### config.mk
export PLATFORM = sky130hd
export DESIGN_NAME = bus_xfer_datapath
export DESIGN_NICKNAME = d
export VERILOG_FILES = /design/src/rtl/xfer_pkg.sv /design/src/rtl/bus_src_mux.sv /design/src/rtl/dst_decoder.sv /design/src/rtl/word_mem.sv /design/src/rtl/bus_xfer_datapath.sv
export SDC_FILE = /design/constraint.sdc
export NUM_CORES = 2
export LEC_CHECK = 0
export CORE_UTILIZATION = 40
export DETAILED_ROUTE_END_ITERATION = 16
export DONT_BUFFER_PORTS = 1
export GPL_TIMING_DRIVEN = 0
export SYNTH_ARGS = -nofsm -noshare
export SYNTH_HDL_FRONTEND = slang
export SYNTH_SLANG_ARGS = --single-unit
### constraint.sdc
create_clock -name clk -period 5.8 [get_ports clk]
set_input_delay 0.87 -clock clk [delete_from_list [all_inputs] [get_ports clk]]
set_output_delay 0.87 -clock clk [all_outputs]
set_load 0.05 [all_outputs]
### src/rtl/xfer_pkg.sv
package xfer_pkg;
   localparam int NREG  = 4;
   localparam int SEL_W = $clog2(NREG);

   typedef enum logic [SEL_W-1:0] {
      RID_A = 2'd0,
      RID_B = 2'd1,
      RID_C = 2'd2,
      RID_D = 2'd3
   } reg_id_e;
endpackage

### src/rtl/bus_src_mux.sv
module bus_src_mux #(
   parameter int DATA_W = 16,
   parameter int NREG   = 4,
   localparam int SEL_W = $clog2(NREG)
) (
   input  logic [NREG-1:0][DATA_W-1:0] regs,
   input  logic [SEL_W-1:0]            sel,
   output logic [DATA_W-1:0]           dout
);
   always_comb begin
      dout = regs[sel];
   end
endmodule

### src/rtl/dst_decoder.sv
module dst_decoder #(
   parameter int NREG   = 4,
   localparam int SEL_W = $clog2(NREG)
) (
   input  logic [SEL_W-1:0] sel,
   input  logic             en,
   output logic [NREG-1:0]  onehot
);
   for (genvar g = 0; g < NREG; g++) begin : g_dec
      assign onehot[g] = en && (sel == SEL_W'(g));
   end
endmodule

### src/rtl/word_mem.sv
module word_mem #(
   parameter int DATA_W = 16,
   parameter int ADDR_W = 8,
   localparam int DEPTH = 1 << ADDR_W
) (
   input  logic              clk,
   input  logic              we,
   input  logic [ADDR_W-1:0] addr,
   input  logic [DATA_W-1:0] wdata,
   output logic [DATA_W-1:0] rdata
);
   logic [DATA_W-1:0] store [DEPTH];

   always_ff @(posedge clk) begin
      if (we) store[addr] <= wdata;
   end

   assign rdata = store[addr];
endmodule

### src/rtl/bus_xfer_datapath.sv
module bus_xfer_datapath
   import xfer_pkg::*;
#(
   parameter int DATA_W = 16,
   parameter int ADDR_W = 8
) (
   input  logic              clk,
   input  logic              rst,
   input  logic [SEL_W-1:0]  src_sel,
   input  logic              lit_en,
   input  logic [DATA_W-1:0] lit_data,
   input  logic [SEL_W-1:0]  dst_sel,
   input  logic              ld_en,
   input  logic              cond,
   input  logic              ar_ld,
   input  logic              dr_ld,
   input  logic              cs,
   input  logic              rd_en,
   input  logic              wr_en,
   output logic [DATA_W-1:0] bus_data,
   output logic [DATA_W-1:0] ar_q,
   output logic [DATA_W-1:0] dr_q
);
   if (ADDR_W < 1 || ADDR_W > 12) begin : g_bad_addr
      $error("ADDR_W must lie in 1..12");
   end
   if (DATA_W < ADDR_W) begin : g_bad_width
      $error("DATA_W must hold a full memory address");
   end

   logic [NREG-1:0][DATA_W-1:0] reg_q;
   logic [NREG-1:0]             ld_vec;
   logic [DATA_W-1:0]           mux_out;
   logic [DATA_W-1:0]           mem_rdata;
   logic                        mem_wr;
   logic                        mem_rd;

   bus_src_mux #(.DATA_W(DATA_W), .NREG(NREG)) u_mux (
      .regs (reg_q),
      .sel  (src_sel),
      .dout (mux_out)
   );

   assign bus_data = lit_en ? lit_data : mux_out;

   dst_decoder #(.NREG(NREG)) u_dec (
      .sel    (dst_sel),
      .en     (ld_en & cond),
      .onehot (ld_vec)
   );

   for (genvar g = 0; g < NREG; g++) begin : g_reg
      always_ff @(posedge clk) begin
         if (rst)            reg_q[g] <= '0;
         else if (ld_vec[g]) reg_q[g] <= bus_data;
      end
   end

   assign mem_wr = cs & wr_en;
   assign mem_rd = cs & rd_en & ~wr_en;

   word_mem #(.DATA_W(DATA_W), .ADDR_W(ADDR_W)) u_mem (
      .clk   (clk),
      .we    (mem_wr),
      .addr  (ar_q[ADDR_W-1:0]),
      .wdata (dr_q),
      .rdata (mem_rdata)
   );

   always_ff @(posedge clk) begin
      if (rst)                ar_q <= '0;
      else if (ar_ld && cond) ar_q <= bus_data;
   end

   always_ff @(posedge clk) begin
      if (rst)                dr_q <= '0;
      else if (mem_rd)        dr_q <= mem_rdata;
      else if (dr_ld && cond) dr_q <= bus_data;
   end
endmodule

[After elaboration in Yosys (flattened, before gate mapping)]
Memories as Yosys holds them, arrays and structs flattened. A register that Yosys moved wholly into a read port is not among the register bits.
Cells that the tools add are included.
Operators by class
  bitwise gates (word level): 5
  multiplexer cells: 9
  eq/ne operators: 3
  magnitude comparators: 1
  reductions and logical operators: 8
Operators by type and width (count)
  2-to-1 mux 16 bit: 4
  binary-select mux 16 bit (select 2 bit): 1
  2-to-1 mux 8 bit: 2
  logical AND 1 bit: 6
  bitwise AND 1 bit: 4
  equality test 2 bit, second input constant: 2
  less-than comparator 2 x 3 -> 1 bit, second input constant: 1
  equality test 2 x 1 -> 1 bit, second input constant: 1
  logical NOT 2 bit: 1
  2-to-1 mux 1 bit: 2
  nonzero test 2 bit: 1
  inverter 1 bit: 1
Storage, ports and cells
  logic and storage cells: 33
  memory bits (writable): 4096
  bits in registers: 96
  memories: 1
  input bits: 30
Memory list
  u_mem.store: words 256, width 16, rd ports 1, clocked after Yosys merged registers in 1, write ports 1, line word_mem.sv:12  | logic [DATA_W-1:0] store [DEPTH];

[Longest topological paths before layout]
  depth in word-level cells: 5
  depth in mapped cells: 13
  depth with buffers taken out: 7

[By module]
Synthesis repeated with hierarchy kept, for this count alone.
Second synthesis, totals
  cell total of the unflattened synthesis: 7131
  area, all modules: 159202.7 um^2
Modules (own cells, without submodules)
  word_mem: area an instance 155078.7 um^2, times used 1, cells an instance 6711
  bus_xfer_datapath: area an instance 3662.3 um^2, times used 1, cells an instance 396
  bus_src_mux: area an instance 424.2 um^2, times used 1, cells an instance 20
  dst_decoder: area an instance 37.5 um^2, times used 1, cells an instance 4

[Worst setup path after synthesis]
OpenSTA, ideal clock, no wires.
  path type: reg2reg
  start: reg, netlist name dr_q[7]
  end: reg dr_q[7]
  buffers on the path: 0
  slack: 1124 ps
  arrival: 4575 ps
  clock period less this slack: 4676 ps
  setup time: 101 ps
  cell stages (with the launch flop): 4
  cell sequence: dfxtp_1 a22oi_1 or2_2 o41ai_1
RTL lines
  end signal: assignment: line bus_xfer_datapath.sv:77  | else if (mem_rd) dr_q <= mem_rdata;
  end signal: assignment: line bus_xfer_datapath.sv:78  | else if (dr_ld && cond) dr_q <= bus_data;
  end: declaration: line bus_xfer_datapath.sv:22  | output logic [DATA_W-1:0] dr_q

==> results_tabular.tex <==
\begin{tabular}{lr}
\hline
Metric & Value \\
\hline
\multicolumn{2}{l}{\textbf{Worst setup path}} \\
Endpoint of the most critical register-to-register path & dr\_q[2]\$\_SDFFE\_PP0P\_ \\
Type of element launching the critical path & register \\
Kind of capture point of the worst setup path & register \\
Depth of the most critical reg-to-reg path & 9 \\
Critical path fanouts, max & 10 \\
Critical Setup Path Class & reg2reg \\
Delay of the slowest critical-path stage & 1.10 ns \\
Cell Chain, Critical Path & buf\_4 -> buf\_2 -> buf\_2 -> clkbuf\_2 -> clkbuf\_2 -> a21oi\_1 -> nor3\_1 -> a211oi\_1 -> o32ai\_1 \\
Destination of the critical timing path & dr\_q[2]\$\_SDFFE\_PP0P\_ \\
FF-to-FF setup slack & -0.40 ns \\
Slowest CP cell & sky130\_fd\_sc\_hd\_\_nor3\_1 \\
Endpoint arrival time on the critical path & 7.14 ns \\
Required time of the worst setup path & 6.74 ns \\
\multicolumn{2}{l}{\textbf{Power}} \\
Leakage Power & 58.0 nW \\
Power per cell area & 356 nW/um\^{}2 \\
Worst VDD drop & 248 uV \\
Internal Dissipation & 0.0504 W \\
Combinational fraction of design power & 0.089 \\
Register share of total power & 0.504 \\
Net switching power & 0.0170 W \\
Clock share of power & 0.407 \\
Switch share & 0.252 \\
\multicolumn{2}{l}{\textbf{Timing}} \\
Final critical-path share of the clock period & 1.07 \\
Final Critical Period & 6.20 ns \\
Setup TNS & -2.67 ns \\
Number of max-slew violations in the final report & 32 \\
Unrepaired setup endpoints after global routing & no \\
Worst rel slew slack & -0.0770 \\
Hold Violations, Final & 0 \\
Worst hold slack after final layout & 0.134 ns \\
Achievable Freq & 0.161 GHz \\
Pin slew with the least headroom to its limit & 1.62 ns \\
Worst-case clock skew & 0.0718 ns \\
PnR worst setup slack & -0.403 ns \\
Count of endpoints failing setup in the final report & 13 \\
\multicolumn{2}{l}{\textbf{Detailed routing}} \\
Avg WL per Cell & 51.7 um \\
Vias per std cell & 6.70 \\
Length of the first detailed-routing pass in iterations & 6 \\
Final wirelength & 726,000 um \\
DRC violations left & 0 \\
Remaining antenna violation count after routing & 0 \\
DR iter-0 viols & 17,924 \\
Vias after detailed routing & 94,104 \\
\multicolumn{2}{l}{\textbf{Global routing}} \\
Antenna violations before repair & 103 \\
Overall global routing resource usage & 0.351 \\
Number of global-route vias before repair & 87,077 \\
Largest net degree at the start of global routing & 101 \\
Global-route wire length before repair & 913,000 um \\
Total global routing overflow & 0 \\
\multicolumn{2}{l}{\textbf{Synthesis}} \\
Parity-gate share of the synthesized area counting xor and xnor cells & 0 \\
Synthesized area & 162,000 um\^{}2 \\
Seq/Total Area, Yosys & 0.771 \\
Total number of yosys warnings & 0 \\
Simple-gate area share of the yosys netlist & 0.0194 \\
Net Count, Synth & 7,562 \\
Combinational family with the most area after synthesis & multiplexers \\
Count of different cell masters after synthesis & 62 \\
Synthesis-stage register bit count & 4,200 \\
Average cell area after synthesis & 21.5 um\^{}2 \\
Primary FF master, synth & sky130\_fd\_sc\_hd\_\_edfxtp\_1 \\
Adder and majority gate portion of the synthesized area & 0 \\
Post-Synthesis Cells & 7,532 \\
Fraction of registers with async set or reset after synthesis & 0 \\
Mux cell area share after synthesis & 0.158 \\
Post-synth EDFFs & 4,096 \\
Compound-gate portion of the synthesized area & 0.0336 \\
\multicolumn{2}{l}{\textbf{Final layout}} \\
Post-route cell area & 190,000 um\^{}2 \\
Layout area overhead & 16.9\% \\
Fraction of layout instances using a drive strength above 1 & 0.286 \\
Post-layout util & 0.470 \\
Nets & 8,256 \\
Fillers & 33,039 \\
\multicolumn{2}{l}{\textbf{CTS}} \\
Clock sinks & 4,200 \\
Skew-Pair Late Insertion Delay & 1.06 ns \\
Clock-pin transition on the worst setup and hold timing paths & 0.07 ns \\
Maximum count of clock buffers along a single path & 4 \\
Total clock buffers created by CTS & 434 \\
Setup fix buffers added after clock tree synthesis & 0 \\
Clock root buffer master & sky130\_fd\_sc\_hd\_\_clkbuf\_16 \\
Depth of the CTS H-tree & 5 \\
CTS tree & built \\
\multicolumn{2}{l}{\textbf{Die}} \\
Rows & 233 \\
Core area & 403,000 um\^{}2 \\
Number of top-level design ports & 78 \\
Starting utilization of the core area & 0.402 \\
Overall die area & 408,000 um\^{}2 \\
Vertical die dimension & 639 um \\
Die boundary width & 639 um \\
\multicolumn{2}{l}{\textbf{Place}} \\
Detailed placer's ending HPWL & 499,000 um \\
Buffers on Ports & 0 \\
Placement-stage cell area & 176,000 um\^{}2 \\
Routability congestion estimate & 1.06 \\
\multicolumn{2}{l}{\textbf{Outcome}} \\
Violations in the final reports & max-capacitance violations, max-slew violations, negative setup slack \\
Result of the run & finished with violations \\
\multicolumn{2}{l}{\textbf{Run}} \\
Max-cap viol count & 6 \\
\multicolumn{2}{l}{\textbf{Min path}} \\
Hold path cells & 3 \\
Min-Delay Path Class & in2reg \\
\hline
\end{tabular}
[cell usage after synthesis, types with 5 or more instances]
cell / instances / area share
sky130_fd_sc_hd__edfxtp_1: 4096 / 0.76
sky130_fd_sc_hd__mux4_2: 923 / 0.13
sky130_fd_sc_hd__mux2i_1: 406 / 0.025
sky130_fd_sc_hd__nor2_1: 400 / 0.0093
sky130_fd_sc_hd__clkbuf_1: 187 / 0.0043
sky130_fd_sc_hd__a211oi_1: 144 / 0.0067
sky130_fd_sc_hd__o221ai_1: 141 / 0.0076
sky130_fd_sc_hd__a21oi_1: 134 / 0.0041
sky130_fd_sc_hd__buf_2: 107 / 0.0033
sky130_fd_sc_hd__dfxtp_1: 104 / 0.013
sky130_fd_sc_hd__o22ai_1: 94 / 0.0036
sky130_fd_sc_hd__nand2_1: 89 / 0.0021
sky130_fd_sc_hd__o21ai_0: 85 / 0.0026
sky130_fd_sc_hd__buf_6: 61 / 0.0042
sky130_fd_sc_hd__a22oi_1: 59 / 0.0027
sky130_fd_sc_hd__nand3_1: 45 / 0.0014
sky130_fd_sc_hd__nor2b_1: 42 / 0.0016
sky130_fd_sc_hd__nor3_1: 39 / 0.0012
sky130_fd_sc_hd__buf_4: 38 / 0.0018
sky130_fd_sc_hd__a22o_1: 26 / 0.0014
sky130_fd_sc_hd__buf_1: 25 / 0.00058
sky130_fd_sc_hd__buf_8: 24 / 0.0022
sky130_fd_sc_hd__nand2b_1: 24 / 0.00093
sky130_fd_sc_hd__inv_1: 23 / 0.00053
sky130_fd_sc_hd__nand4_1: 22 / 0.00085
sky130_fd_sc_hd__mux2_2: 21 / 0.0015
sky130_fd_sc_hd__a2111oi_0: 18 / 0.00097
sky130_fd_sc_hd__mux4_1: 18 / 0.0029
sky130_fd_sc_hd__nor4_1: 18 / 0.00069
sky130_fd_sc_hd__o32ai_1: 13 / 0.00070
sky130_fd_sc_hd__o211ai_1: 12 / 0.00056
sky130_fd_sc_hd__a221oi_1: 11 / 0.00059
sky130_fd_sc_hd__buf_12: 11 / 0.0014
sky130_fd_sc_hd__or2_2: 9 / 0.00035
sky130_fd_sc_hd__a211o_1: 8 / 0.00043
sky130_fd_sc_hd__and2_1: 6 / 0.00023
sky130_fd_sc_hd__a31oi_1: 5 / 0.00019
sky130_fd_sc_hd__o31ai_1: 5 / 0.00023
sky130_fd_sc_hd__or3_1: 5 / 0.00019
[metrics by stage]
stage               power (W)  std cells  setup slack, ns
floorplan              0.0371       7532             1.12
global placement       0.0404      12937            -5.34
detailed placement     0.0403      13197            -1.40
CTS                    0.0670      13967          0.00310
global route           0.0682      14000           0.0336
finish                 0.0674      14053           -0.403
[layout by cell type (no fill, tap or decap), types with 105 or more instances in the layout]
cell type                   count
sky130_fd_sc_hd__edfxtp_1    4096
sky130_fd_sc_hd__mux4_2       923
sky130_fd_sc_hd__clkbuf_16    436
sky130_fd_sc_hd__mux2i_1      390
sky130_fd_sc_hd__clkbuf_1     201
sky130_fd_sc_hd__a211oi_1     143
sky130_fd_sc_hd__nor2_2       142
sky130_fd_sc_hd__o221ai_1     141
sky130_fd_sc_hd__nor2_1       140
sky130_fd_sc_hd__a21oi_1      134
sky130_fd_sc_hd__buf_8        129
sky130_fd_sc_hd__nor2_4       118
sky130_fd_sc_hd__buf_16       105
[layer usage]
metal | part of all wire | global-route usage
met4 | 0.089 | 0.265
met2 | 0.43 | 0.505
met1 | 0.34 | 0.431
met3 | 0.14 | 0.128
met5 | 0.00083 | 0.00780
[what timing repair did]
item	4_1_cts	5_1_grt
cloned	0	0
resized for setup	30	2
setup endpoints to repair	15	3
pin swaps	0	0
hold buffers	0	0
[state kept, by name, summed over array words and instances, names as in the netlist, named ones only]
| name | flops |
|---|---|
| dr_q | 16 |
| u_mem.store | 4096 |
| ar_q | 16 |
| reg_q | 64 |
[worst max-delay path: cells and delay by family (launching register included)]
family | cells | cell delay, ns
compound gates | 3 | 0.95
buf+inv | 5 | 3.33
flops | 1 | 0.58
simple gates | 1 | 1.10
[logic make-up (layout without fill, tap and decap cells)]
logic type      count (synthesis)  count (layout)
simple gates                  712             712
buf+inv                       477            1509
compound gates                775             775
mux                          1368            1368
other cells                     0              84
flops                        4200            4200
[final cells by class]
| class | count | area (um^2) | area share |
|---|---|---|---|
| flip-flops and latches | 4200 | 125000 | 0.660 |
| inverters | 24 | 90.1 | 0.000475 |
| clock buffers | 541 | 11400 | 0.0599 |
| well taps | 5405 | 6760 | 0.0357 |
| repair buffers | 262 | 5250 | 0.0277 |
| clock inverters | 233 | 2160 | 0.0114 |
| diodes | 84 | 210 | 0.00111 |
| plain buffers | 449 | 3040 | 0.0160 |
| multi-input cells | 2855 | 35600 | 0.188 |
[worst min-delay path by stage]
stage / start / end / slack, ns
2_1_floorplan: reg_q[24]$_SDFFE_PP0P_ / reg_q[24]$_SDFFE_PP0P_ / 0.48
3_3_place_gp: reg_q[20]$_SDFFE_PP0P_ / reg_q[20]$_SDFFE_PP0P_ / 0.48
3_5_place_dp: reg_q[29]$_SDFFE_PP0P_ / reg_q[29]$_SDFFE_PP0P_ / 0.49
4_1_cts: dst_sel[1] / reg_q[16]$_SDFFE_PP0P_ / 0.1
5_1_grt: dst_sel[0] / reg_q[47]$_SDFFE_PP0P_ / 0.15
6_report: dst_sel[0] / reg_q[15]$_SDFFE_PP0P_ / 0.13
[power by group through the flow]
stage,sequential [W],combinational [W],clock [W]
6_report,0.0340,0.00597,0.0274
3_3_place_gp,0.0359,0.00453,0
5_1_grt,0.0340,0.00581,0.0284
2_1_floorplan,0.0351,0.00204,0
3_5_place_dp,0.0346,0.00568,0
4_1_cts,0.0340,0.00568,0.0274
Note: power is estimated with default switching activity, not from simulation.
